--- config.mk ---
export PLATFORM = sky130hd
export DESIGN_NAME = spim_core
export DESIGN_NICKNAME = d
export VERILOG_FILES = /design/src/rtl/spim_pkg.sv /design/src/rtl/spim_fifo.sv /design/src/rtl/spim_shifter.sv /design/src/rtl/spim_regs.sv /design/src/rtl/spim_core.sv
export SDC_FILE = /design/constraint.sdc
export NUM_CORES = 1
export LEC_CHECK = 0
export ABC_AREA = 1
export BUFFER_PORTS_ARGS = -buffer_cell sky130_fd_sc_hd__buf_4
export CORE_MARGIN = 2
export CORE_UTILIZATION = 56
export DETAILED_ROUTE_END_ITERATION = 8
export PLACE_DENSITY = 0.77
export RECOVER_POWER = 100
export SYNTH_ARGS = -nofsm -noshare
export SYNTH_HDL_FRONTEND = slang
export SYNTH_SLANG_ARGS = --single-unit
--- constraint.sdc ---
create_clock -name clk -period 4.2 [get_ports clk]
set_clock_uncertainty 0.1 [all_clocks]
set_input_delay 1.05 -clock clk [delete_from_list [all_inputs] [get_ports clk]]
set_output_delay 1.05 -clock clk [all_outputs]
set_load 0.01 [all_outputs]
--- src/rtl/spim_pkg.sv ---
// Package: shared types, register offsets, event bit positions and
// helpers for the SPI master. Assumes a fixed 32-bit data word.
package spim_pkg;

    localparam int WORD_W = 32;

    // Event bit positions (host-visible)
    localparam int EV_TXSPACE = 8;
    localparam int EV_RXDATA  = 9;
    localparam int EV_UNDER   = 11;
    localparam int EV_OVER    = 12;
    localparam logic [31:0] EV_ALL = 32'h0000_1B00;

    typedef enum logic [2:0] {
        A_CAP   = 3'd0,
        A_MODE  = 3'd1,
        A_EVENT = 3'd2,
        A_MASK  = 3'd3,
        A_TXD   = 3'd4,
        A_RXD   = 3'd5,
        A_SSEL  = 3'd6
    } spim_addr_e;

    typedef enum logic [1:0] {
        ST_IDLE  = 2'd0,
        ST_SHIFT = 2'd1,
        ST_GAP   = 2'd2
    } spim_state_e;

    typedef struct packed {
        logic       loop;
        logic       cpol;
        logic       cpha;
        logic       msb_first;
        logic       master;
        logic       enable;
        logic [3:0] len_code;
        logic [4:0] gap;
    } spim_mode_t;

    // Number of bits in a word for a given length code (0 selects 32)
    function automatic logic [5:0] word_bits(input logic [3:0] code);
        return (code == 4'd0) ? 6'd32 : ({2'b00, code} + 6'd1);
    endfunction

    // Place mode fields at their host-visible bit positions
    function automatic logic [31:0] mode_pack(input spim_mode_t m);
        logic [31:0] w;
        w        = '0;
        w[30]    = m.loop;
        w[29]    = m.cpol;
        w[28]    = m.cpha;
        w[26]    = m.msb_first;
        w[25]    = m.master;
        w[24]    = m.enable;
        w[23:20] = m.len_code;
        w[11:7]  = m.gap;
        return w;
    endfunction

    // Extract mode fields from a host write
    function automatic spim_mode_t mode_unpack(input logic [31:0] w);
        spim_mode_t m;
        m.loop      = w[30];
        m.cpol      = w[29];
        m.cpha      = w[28];
        m.msb_first = w[26];
        m.master    = w[25];
        m.enable    = w[24];
        m.len_code  = w[23:20];
        m.gap       = w[11:7];
        return m;
    endfunction

endpackage

--- src/rtl/spim_fifo.sv ---
// Module: synchronous single-clock queue. Assumes DEPTH is a power of
// two. A push into a full queue and a pop from an empty queue are ignored.
module spim_fifo #(
    parameter int W     = 32,
    parameter int DEPTH = 4
) (
    input  logic         clk,
    input  logic         rst_n,
    input  logic         push,
    input  logic [W-1:0] wdata,
    input  logic         pop,
    output logic [W-1:0] rdata,
    output logic         full,
    output logic         empty
);
    localparam int AW = (DEPTH > 1) ? $clog2(DEPTH) : 1;
    localparam logic [AW:0] DEPTH_C = (AW+1)'(DEPTH);

    logic [W-1:0] mem [DEPTH];
    logic [AW-1:0] wptr, rptr;
    logic [AW:0]   count;
    logic          do_push, do_pop;

    // Qualify requests against occupancy
    always_comb begin
        do_push = push && !full;
        do_pop  = pop && !empty;
        full    = (count == DEPTH_C);
        empty   = (count == '0);
        rdata   = mem[rptr];
    end

    // Storage write
    always_ff @(posedge clk) begin
        if (do_push) mem[wptr] <= wdata;
    end

    // Pointer and occupancy bookkeeping
    always_ff @(posedge clk) begin
        if (!rst_n) begin
            wptr  <= '0;
            rptr  <= '0;
            count <= '0;
        end else begin
            if (do_push) wptr <= (wptr == AW'(DEPTH-1)) ? '0 : wptr + 1'b1;
            if (do_pop)  rptr <= (rptr == AW'(DEPTH-1)) ? '0 : rptr + 1'b1;
            case ({do_push, do_pop})
                2'b10:   count <= count + 1'b1;
                2'b01:   count <= count - 1'b1;
                default: count <= count;
            endcase
        end
    end

    // an accepted push alone raises occupancy by one
    p_fifo_count_r9: assert property (@(posedge clk) disable iff (!rst_n)
        (push && !full && !(pop && !empty)) |=> (count == $past(count) + 1'b1));

endmodule

--- src/rtl/spim_shifter.sv ---
// Module: serial engine. Loads one word from the transmit queue and
// produces 2*bits SCK edges, one per prescaler pulse. It shifts MOSI and
// samples MISO (or MOSI in loopback) on the phase-selected edges, then
// emits one aligned received word. Assumes the mode is stable while enabled.
module spim_shifter
    import spim_pkg::*;
(
    input  logic              clk,
    input  logic              rst_n,
    input  logic              tick,
    input  spim_mode_t        mode,
    input  logic              tx_valid,
    input  logic [WORD_W-1:0] tx_word,
    output logic              tx_pop,
    input  logic              miso,
    output logic              sck,
    output logic              mosi,
    output logic              done_word,
    output logic [WORD_W-1:0] rx_word
);
    spim_state_e       state;
    logic [WORD_W-1:0] sh, rsh, rsh_next, done_raw;
    logic [6:0]        edge_cnt;
    logic [5:0]        gap_cnt;
    logic              sck_q;
    logic [5:0]        nb;
    logic              go, last_edge, leading, in_shift;
    logic              sample_now, shift_now, miso_eff;

    // Edge decode, sampling and shifting decisions
    always_comb begin
        nb         = word_bits(mode.len_code);
        go         = mode.enable && mode.master;
        in_shift   = (state == ST_SHIFT);
        last_edge  = (edge_cnt == ({nb, 1'b0} - 7'd1));
        leading    = ~edge_cnt[0];
        mosi       = mode.msb_first ? sh[WORD_W-1] : sh[0];
        miso_eff   = mode.loop ? mosi : miso;
        sample_now = in_shift && tick && (leading ^ mode.cpha);
        shift_now  = in_shift && tick &&
                     (mode.cpha ? (leading && edge_cnt != 7'd0)
                                : (!leading && !last_edge));
        rsh_next   = mode.msb_first ? {rsh[WORD_W-2:0], miso_eff}
                                    : {miso_eff, rsh[WORD_W-1:1]};
        done_word  = in_shift && tick && last_edge && go;
        done_raw   = sample_now ? rsh_next : rsh;
        tx_pop     = (state == ST_IDLE) && go && tx_valid;
        sck        = sck_q;
    end

    // Align the finished word inside the 32-bit receive register
    always_comb begin
        if (nb == 6'd32)         rx_word = done_raw;
        else if (mode.msb_first) rx_word = done_raw << 16;
        else                     rx_word = done_raw >> 16;
    end

    // Word sequencing: idle, shift, inter-word gap
    always_ff @(posedge clk) begin
        if (!rst_n) begin
            state    <= ST_IDLE;
            sh       <= '0;
            rsh      <= '0;
            edge_cnt <= '0;
            gap_cnt  <= '0;
            sck_q    <= 1'b0;
        end else if (!go) begin
            state <= ST_IDLE;
            sck_q <= mode.cpol;
        end else begin
            case (state)
                ST_IDLE: begin
                    sck_q <= mode.cpol;
                    if (tx_valid) begin
                        sh       <= tx_word;
                        rsh      <= '0;
                        edge_cnt <= '0;
                        state    <= ST_SHIFT;
                    end
                end
                ST_SHIFT: begin
                    if (tick) begin
                        sck_q    <= ~sck_q;
                        edge_cnt <= edge_cnt + 7'd1;
                        if (sample_now) rsh <= rsh_next;
                        if (shift_now)
                            sh <= mode.msb_first ? (sh << 1) : (sh >> 1);
                        if (last_edge) begin
                            gap_cnt <= '0;
                            state   <= (mode.gap == 5'd0) ? ST_IDLE : ST_GAP;
                        end
                    end
                end
                ST_GAP: begin
                    if (tick) begin
                        if (gap_cnt == ({1'b0, mode.gap} << 1) - 6'd1)
                            state <= ST_IDLE;
                        else
                            gap_cnt <= gap_cnt + 6'd1;
                    end
                end
                default: state <= ST_IDLE;
            endcase
        end
    end

    // a settled idle engine holds SCK at the programmed rest level
    p_sck_rest_r6: assert property (@(posedge clk) disable iff (!rst_n)
        (state == ST_IDLE && $past(state == ST_IDLE) && $stable(mode.cpol))
        |-> (sck_q == mode.cpol));

    // edge count never exceeds twice the word length
    p_edge_bound_r3: assert property (@(posedge clk) disable iff (!rst_n)
        (state == ST_SHIFT) |-> (edge_cnt < {nb, 1'b0}));

    // SCK stays at rest throughout the gap
    p_gap_rest_r7: assert property (@(posedge clk) disable iff (!rst_n)
        (state == ST_GAP) |-> (sck_q == mode.cpol));

endmodule

--- src/rtl/spim_regs.sv ---
// Module: host register file. Holds mode, mask, sticky error flags and
// the slave-select word. Decodes queue push/pop and builds the read mux.
// Assumes single-cycle strobes; read data is combinational from bus_addr.
module spim_regs
    import spim_pkg::*;
#(
    parameter int DEPTH = 4,
    parameter int SS_W  = 4
) (
    input  logic              clk,
    input  logic              rst_n,
    input  logic              bus_wr,
    input  logic              bus_rd,
    input  logic [2:0]        bus_addr,
    input  logic [31:0]       bus_wdata,
    output logic [31:0]       bus_rdata,
    output logic              irq,
    output spim_mode_t        mode,
    output logic [SS_W-1:0]   ss_n,
    output logic              tx_push,
    input  logic              tx_full,
    output logic              rx_pop,
    input  logic              rx_empty,
    input  logic [WORD_W-1:0] rx_data,
    input  logic              word_lost
);
    spim_mode_t      mode_q;
    logic [31:0]     mask_q, ev_word, cap_word;
    logic            under_q, over_q;
    logic [SS_W-1:0] ss_q;
    logic            wr_mode, wr_event, wr_mask, wr_ssel, rd_rx, under_set;

    // Strobe decode
    always_comb begin
        wr_mode   = bus_wr && (bus_addr == A_MODE);
        wr_event  = bus_wr && (bus_addr == A_EVENT);
        wr_mask   = bus_wr && (bus_addr == A_MASK);
        wr_ssel   = bus_wr && (bus_addr == A_SSEL);
        tx_push   = bus_wr && (bus_addr == A_TXD);
        rd_rx     = bus_rd && (bus_addr == A_RXD);
        rx_pop    = rd_rx && !rx_empty;
        under_set = rd_rx && rx_empty;
    end

    // Event word, capability word and masked interrupt
    always_comb begin
        ev_word             = '0;
        ev_word[EV_TXSPACE] = !tx_full;
        ev_word[EV_RXDATA]  = !rx_empty;
        ev_word[EV_UNDER]   = under_q;
        ev_word[EV_OVER]    = over_q;
        cap_word            = {8'(SS_W), 7'd0, 1'b1, 8'(DEPTH), 8'd0};
        irq                 = |(ev_word & mask_q);
        mode                = mode_q;
        ss_n                = ss_q;
    end

    // Read multiplexer
    always_comb begin
        case (bus_addr)
            A_CAP:   bus_rdata = cap_word;
            A_MODE:  bus_rdata = mode_pack(mode_q);
            A_EVENT: bus_rdata = ev_word;
            A_MASK:  bus_rdata = mask_q;
            A_RXD:   bus_rdata = rx_empty ? '0 : rx_data;
            A_SSEL:  bus_rdata = {{(32-SS_W){1'b1}}, ss_q};
            default: bus_rdata = '0;
        endcase
    end

    // Mode register: only the enable bit is writable while enabled
    always_ff @(posedge clk) begin
        if (!rst_n) begin
            mode_q <= '0;
        end else if (wr_mode) begin
            if (mode_q.enable) mode_q.enable <= bus_wdata[24];
            else               mode_q        <= mode_unpack(bus_wdata);
        end
    end

    // Mask and slave-select registers
    always_ff @(posedge clk) begin
        if (!rst_n) begin
            mask_q <= '0;
            ss_q   <= '1;
        end else begin
            if (wr_mask) mask_q <= bus_wdata & EV_ALL;
            if (wr_ssel) ss_q   <= bus_wdata[SS_W-1:0];
        end
    end

    // Sticky error flags: setting wins over a same-cycle clear
    always_ff @(posedge clk) begin
        if (!rst_n) begin
            under_q <= 1'b0;
            over_q  <= 1'b0;
        end else begin
            if (under_set)                           under_q <= 1'b1;
            else if (wr_event && bus_wdata[EV_UNDER]) under_q <= 1'b0;
            if (word_lost)                           over_q  <= 1'b1;
            else if (wr_event && bus_wdata[EV_OVER])  over_q  <= 1'b0;
        end
    end

    // format fields never move while the core was enabled
    p_mode_frozen_r2: assert property (@(posedge clk) disable iff (!rst_n)
        $past(mode_q.enable) |->
        ((mode_pack(mode_q) & ~32'h0100_0000) ==
         ($past(mode_pack(mode_q)) & ~32'h0100_0000)));

    // all selects deasserted right after reset
    p_ss_reset_r13: assert property (@(posedge clk) disable iff (!rst_n)
        $past(!rst_n) |-> (ss_q == '1));

    // reading an empty receive port raises the underrun flag
    p_under_flag_r10: assert property (@(posedge clk) disable iff (!rst_n)
        (bus_rd && bus_addr == A_RXD && rx_empty) |=> under_q);

    // a word lost to a full receive queue raises the overrun flag
    p_over_flag_r11: assert property (@(posedge clk) disable iff (!rst_n)
        word_lost |=> over_q);

endmodule

--- src/rtl/spim_core.sv ---
// Module: top of the SPI master. Joins the register file, the two word
// queues and the serial engine. Assumes sck_tick is a one-cycle pulse
// from an external prescaler; every pulse is one SCK half period.
module spim_core
    import spim_pkg::*;
#(
    parameter int FIFO_DEPTH = 4,
    parameter int SS_W       = 4
) (
    input  logic            clk,
    input  logic            rst_n,
    input  logic            sck_tick,
    input  logic            bus_wr,
    input  logic            bus_rd,
    input  logic [2:0]      bus_addr,
    input  logic [31:0]     bus_wdata,
    output logic [31:0]     bus_rdata,
    output logic            irq,
    output logic            spi_sck,
    output logic            spi_mosi,
    input  logic            spi_miso,
    output logic [SS_W-1:0] spi_ss_n
);
    spim_mode_t        mode;
    logic              tx_push, tx_pop, tx_full, tx_empty;
    logic              rx_push, rx_pop, rx_full, rx_empty;
    logic [WORD_W-1:0] tx_word, rx_word, rx_data;
    logic              done_word, word_lost;

    // Route finished words to the receive queue or the overrun flag
    always_comb begin
        rx_push   = done_word && !rx_full;
        word_lost = done_word && rx_full;
    end

    spim_regs #(.DEPTH(FIFO_DEPTH), .SS_W(SS_W)) u_regs (
        .clk(clk), .rst_n(rst_n),
        .bus_wr(bus_wr), .bus_rd(bus_rd), .bus_addr(bus_addr),
        .bus_wdata(bus_wdata), .bus_rdata(bus_rdata), .irq(irq),
        .mode(mode), .ss_n(spi_ss_n),
        .tx_push(tx_push), .tx_full(tx_full),
        .rx_pop(rx_pop), .rx_empty(rx_empty), .rx_data(rx_data),
        .word_lost(word_lost)
    );

    spim_fifo #(.W(WORD_W), .DEPTH(FIFO_DEPTH)) u_txq (
        .clk(clk), .rst_n(rst_n),
        .push(tx_push), .wdata(bus_wdata),
        .pop(tx_pop), .rdata(tx_word),
        .full(tx_full), .empty(tx_empty)
    );

    spim_fifo #(.W(WORD_W), .DEPTH(FIFO_DEPTH)) u_rxq (
        .clk(clk), .rst_n(rst_n),
        .push(rx_push), .wdata(rx_word),
        .pop(rx_pop), .rdata(rx_data),
        .full(rx_full), .empty(rx_empty)
    );

    spim_shifter u_shift (
        .clk(clk), .rst_n(rst_n), .tick(sck_tick), .mode(mode),
        .tx_valid(!tx_empty), .tx_word(tx_word), .tx_pop(tx_pop),
        .miso(spi_miso), .sck(spi_sck), .mosi(spi_mosi),
        .done_word(done_word), .rx_word(rx_word)
    );

    // no word leaves the transmit queue unless enable and master are set
    p_pop_gated_r9: assert property (@(posedge clk) disable iff (!rst_n)
        tx_pop |-> (mode.enable && mode.master && !tx_empty));

endmodule

; Word level (Yosys, flattened, before mapping)
; Memories as Yosys holds them, arrays and structs flattened. A register that Yosys moved wholly into a read port is not among the register bits.
; Index checks and enable logic that the tools add are counted.
[word_totals]
word_cells = 180
in_bits = 41
regBits = 119
memories = 2
mem_bits_rw = 256
output_inout_bits = 39
[memory_table]
columns = memory, words, width, read_ports, rd_ports_with_merged_regs, wr, line
row1 = u_rxq.mem, 4, 32, 1, 1, 1, spim_fifo.sv:19  ; logic [W-1:0] mem [DEPTH];
row2 = u_txq.mem, 4, 32, 1, 1, 1, spim_fifo.sv:19
[classes]
n_eq_ne = 30
n_bitwise = 5
reduce_logical = 52
addsub = 13
mux = 54
[op_table]
columns = operator, n
row1 = $mux W32, 11
row2 = $pmux W32 S6, 1
row3 = $pmux W32 S2, 2
row4 = $reduce_or A32 Y1, 1
row5 = $mux W6, 5
row6 = $mux W2, 14
row7 = $logic_and A1 B1 Y1, 26
row8 = $eq A3 B3 Y1 const B, 5
row9 = $eq A2 B2 Y1 const B, 7
row10 = $mux W7, 2
row11 = $pmux W7 S2, 1
row12 = $and A13 B13 Y13, 1
row13 = $mux W1, 13
row14 = $pmux W3 S2, 2
row15 = $pmux W6 S2, 1
row16 = $reduce_bool A2 Y1, 6
row17 = $ne A2 B2 Y1 const B, 5
row18 = $reduce_and A5 Y1, 2
row19 = $logic_not A3 Y1, 3
row20 = $add A2 B1 Y2 const B, 4
row21 = $add A7 B1 Y7 const B, 1
row22 = $eq A7 B7 Y1, 1
row23 = $reduce_bool A7 Y1, 1
row24 = $sub A7 B1 Y7 const B, 1
row25 = 23 further kinds, 38

; Depth between registers and ports, before layout
[logic_depth]
depth_word = 11
depth_mapped = 22
ltp_nobuf = 22

; Hierarchy
; Synthesis repeated with hierarchy kept, for this count alone.
[unflattened]
hier_cells = 1926
area_unflattened_um2 = 17605.6
[modules_own_cells]
columns = mod, cells_each, n_inst, seq_area_each_um2, area_per_inst_um2
row1 = spim_shifter, 908, 1, 1601.5, 5534.1
row2 = spim_fifo at u_txq, 380, 1, 4023.9, 5280.1
row3 = spim_fifo at u_rxq, 380, 1, 4023.9, 5275.1
row4 = spim_regs, 253, 1, 500.5, 1495.2
row5 = spim_core, 5, 1, 0.0, 21.3

; Worst setup path before layout
; Ideal clock, no wire load.
[synth_path]
kind = reg-to-reg
startpoint = register u_regs.mode_q (netlist bit u_regs.mode[5])
endpoint = memory u_rxq.mem[0][0] (enable)
stages_incl_launch_ff = 15
period_less_slack_ns = 3.920
n_path_buf = 0
slack_ns = 0.280
setup_time_ns = 0.421
required_ns = 3.679
t_arrival_ns = 3.399
cell_sequence = dfxtp_1 -> inv_1 -> ha_1 -> nand3_4 -> nand2_4 -> ha_1 -> xor2_1 -> nand4_1 -> nor2_1 -> nand2_1 -> nor2_2 -> nand2_2 -> nor2_1 -> nand2_1 -> nor2_1
[synth_between]
elab_chain_len = 10
word_cells_on_any_way = 11
classes_between = add/sub (2) / eq/ne (1) / mux (3) / reduce/logical (5)
[synth_rtl]
columns = item, line
row1 = start: declaration, spim_regs.sv:27  ; spim_mode_t mode_q;
row2 = start signal: assignment, spim_regs.sv:77  ; else mode_q <= mode_unpack(bus_wdata);
row3 = $add A4 B1 Y5 or $logic_not A4 Y1 (tied branches), spim_pkg.sv:43  ; return (code == 4'd0) ? 6'd32 : ({2'b00, code} + 6'd1);
row4 = $mux W6 *, spim_pkg.sv:43
row5 = $sub A7 B1 Y7 *, spim_shifter.sv:35  ; last_edge = (edge_cnt == ({nb, 1'b0} - 7'd1));
row6 = $eq A7 B7 Y1 *, spim_shifter.sv:35
row7 = $logic_and A1 B1 Y1 * (2 in a row), spim_shifter.sv:45  ; done_word = in_shift && tick && last_edge && go;
row8 = $logic_and A1 B1 Y1 *, spim_core.sv:32  ; rx_push = done_word && !rx_full;
row9 = $logic_and A1 B1 Y1 *, spim_fifo.sv:26  ; do_push = push && !full;
row10 = $mux W1 *, spim_fifo.sv:35  ; if (do_push) mem[wptr] <= wdata;
row11 = $mux W1 (not written as such) *, spim_fifo.sv:35
row12 = end: declaration, spim_fifo.sv:19
; Every way passes the cells marked *; elsewhere a longest branch is shown, timed or not.

; Worst setup path in the final report
[layout_path]
startpoint = input bus_addr[0]
endpoint = output bus_rdata[11]
[layout_between]
elab_chain_len = 2
word_cells_on_any_way = 7
classes_between = eq/ne (5) / mux (1) / reduce/logical (1)
[layout_rtl]
columns = item, line
row1 = start: declaration, spim_core.sv:15  ; input logic [2:0] bus_addr,
row2 = $eq A3 B3 Y1 (tied with other cells), spim_regs.sv:60  ; case (bus_addr)
row3 = $pmux W32 S6 *, spim_regs.sv:60
row4 = end: declaration, spim_core.sv:17  ; output logic [31:0] bus_rdata,
; Marks and branches as above.

==> results_dict.tcl <==
set metrics [dict create \
    status "finished with violations" \
    violations "max-capacitance violations, max-slew violations" \
    wire_per_inst_um 18.7 \
    synth.avg_cell_area_um2 9.58 \
    vias_per_cell 5.86 \
    die_x_um 179 \
    clk_path_buf_depth 3 \
    synth-main-ff-cell "edfxtp_1" \
    yosysWarnings 0 \
    post_cts_resized 0 \
    hpwl_um 27100 \
    setup_tns_ps 0 \
    die_area_mm2 0.0319 \
    hold_viol 0 \
    worst_slew_pin_slew_ps 1580 \
    core_area_mm2 0.0298 \
    rows 63 \
    cts-root-buf "clkbuf_16" \
    crit_path_max_fanout 13 \
    crit_family "buffers and inverters" \
    startpoint_type "primary input" \
    stdcell_area_mm2 0.0189 \
    max_cap_violations 1 \
    timing.fmax_mhz 255 \
    netlist_instances 1781 \
    async_reset_ff_share_pct 0 \
    ys_ff_latch 379 \
    cp_cell_sequence "clkbuf_1, inv_1, nor3_1, inv_1, o2111ai_1, clkbuf_1" \
    ir_drop_mv 0.333 \
    slew_viol_final 36 \
    arrival_ps 2770 \
    synth_fp_nets 1844 \
    clock_latency_ps 540 \
    io_pins 80 \
    whs_ps 387 \
    via_count 13200 \
    firstDrtPassIters 6 \
    worst_path_largest_cell_delay_ps 490 \
    powerDensity_mw_per_mm2 407 \
    clk_pin_slew_ps 60 \
    grt_pass1_vias 12400 \
    post-cts-setup-buffers 0 \
    grt_overflow 0 \
    cts_buffers 39 \
    hold_path.class "reg -> reg" \
    setup_viol 0 \
    period_needed_ps 3920 \
    place_area_mm2 0.0180 \
    yosysUniqueCellTypes 49 \
    ys_seq_area_share_pct 59.5 \
    area_growth_pct 11.0 \
    drtIter0Drc 1430 \
    cts_hold_buffers 0 \
    p_leak_nw 6.73 \
    routed_wirelength_um 41900 \
    critPathSlowestCell "o2111ai_1" \
    htreeDepth 2 \
    ant_nets 0 \
    synth_edf_count 256 \
    path_buf_inv 4 \
    cp.required_ps 3050 \
    grt_first_pass_wirelength_um 65700 \
    grt_max_degree 65 \
    slew_headroom_pct -5.48 \
    fillCellCount 2383 \
    cts_sinks 379 \
    drcViolationCount 0 \
    portBuffers 79 \
    chipHeight_um 179 \
    grt_usage_pct 26.4 \
    finish.utilization_pct 63.5 \
    antenna_found_initial 4 \
    rsz0062_at_grt "no" \
    netlist_area_mm2 0.0171 \
    cts_tree "yes" \
    worst-setup-path-type "in -> out" \
    drive_gt1_share_pct 8.63 \
    fin_crit_sh_pct 93.4 \
    start_util_pct 57.2 \
    gp_congestion 0.927 \
    fin_nets 1887 \
    end_kind "primary output" \
]
## per-layer routing
metal	routed length [um]	track usage, %	vias to the layer above
met5	23	0	-
li1	-	-	6305
met4	1460	8.91	4
met1	16800	33.9	6305
met3	2710	3.43	84
met2	20900	46.2	468
## cell usage after synthesis (6+ instances only)
library cell    n  area, um^2
buf_1           7        26.3
nand2_1       314        1180
a31oi_1         8        50.1
dfxtp_1       123        2460
nor2_1        249         935
o22ai_1        34         213
edfxtp_1      256        7690
ha_1           20         250
inv_1          91         342
nor3_1         12        60.1
nand2_2         6        37.5
or2_2          16         100
or2_1          17         106
xor2_1          7        61.3
a21oi_2        10        87.6
buf_2           9        45.0
a32oi_1         6        52.6
o21ai_0       175         876
nand3_2         7        70.1
o211ai_1       11        82.6
clkbuf_1       87         327
nand3_1        50         250
nand4_1         6        37.5
o32ai_1        32         280
a21oi_1       156         781
a32o_1         18         180
inv_2           7        26.3
## per-stage QoR
step,setup slack (ps),power (W),instances
2_1_floorplan,280,0.00424,1781
3_3_place_gp,502,0.00436,2173
3_5_place_dp,413,0.00437,2173
4_1_cts,405,0.00778,2244
5_1_grt,120,0.00792,2245
6_report,276,0.00771,2245
## state kept, by name (all words and copies together), names as in the netlist, 3 cells and up, named ones only
| register | cells |
|---|---|
| u_shift.sh | 32 |
| u_rxq.count | 3 |
| u_txq.mem | 128 |
| u_regs.mode | 15 |
| u_shift.rsh | 32 |
| u_rxq.mem | 128 |
| u_regs.ss_n | 4 |
| u_txq.count | 3 |
| u_regs.mask_q | 4 |
| u_shift.edge_cnt | 7 |
| u_shift.gap_cnt | 6 |
## final timing paths
kind	cells past startpoint	slack [ps]	to	start
max	6	280	bus_rdata[11]	bus_addr[0]
min	2	390	u_regs.mask_q[11]$_SDFFE_PN0P_	u_regs.mask_q[11]$_SDFFE_PN0P_
max reg2reg	15	420	u_rxq.mem[2][21]$_DFFE_PP_	u_regs.mode[5]$_SDFFE_PN0P_
min reg2reg	2	390	u_regs.mask_q[11]$_SDFFE_PN0P_	u_regs.mask_q[11]$_SDFFE_PN0P_
## power breakdown
group | switching [W] | leakage (nW) | internal (W) | total [W]
Combinational | 0.000205 | 2.64 | 0.0000781 | 0.000283
Sequential | 0.0000117 | 3.46 | 0.00397 | 0.00399
Clock | 0.00141 | 0.631 | 0.00203 | 0.00345
## cells in the final DEF (no fill, tap or decap), types with 25 or more instances in the layout
| cell type | Yosys | layout |
|---|---|---|
| edfxtp_1 | 256 | 256 |
| dfxtp_1 | 123 | 118 |
| nand2_1 | 314 | 316 |
| buf_4 | 1 | 25 |
| nand3_1 | 50 | 52 |
| o21ai_0 | 175 | 175 |
| o22ai_1 | 34 | 34 |
| a21oi_1 | 156 | 157 |
| clkbuf_1 | 87 | 80 |
| nor2_1 | 249 | 244 |
| inv_1 | 91 | 91 |
| clkbuf_16 | 0 | 40 |
| o32ai_1 | 32 | 32 |
## kinds of logic (layout without fill, tap and decap cells)
logic type                 Yosys count  count (layout)  synth area share (%)
AOI/OAI and AO/OA                  469             469                  16.2
xor gates and xnor gates            12              12                 0.660
adders and majority gates           22              22                  1.70
buffers and inverters              208             281                  4.81
DFF                                379             379                  59.5
other                                0               1                     0
and+or+nand+nor                    691             691                  17.1
## cell type report
| class | count | area, um^2 | area share, % |
|---|---|---|---|
| inverter | 99 | 372 | 1.96 |
| sequential | 379 | 10200 | 53.6 |
| antenna | 1 | 2.50 | 0.0132 |
| tap | 390 | 488 | 2.58 |
| clock buffer | 52 | 1100 | 5.79 |
| multi-input combinational | 1194 | 6080 | 32.1 |
| clock inverter | 19 | 199 | 1.05 |
| timing repair buffer | 111 | 534 | 2.82 |
## worst register-to-register path, stage by stage (launching register included)
cell	delay (ps)
dfxtp_1	360
inv_1	150
ha_1	260
nand3_4	140
nand2_4	90
ha_1	310
xor2_1	130
nand4_1	100
nor2_1	120
nand2_1	70
nor2_2	90
nand2_2	80
nor2_1	250
nand2_1	310
nor2_2	150
buf_2	690
Power figures use the tool's default switching activity.
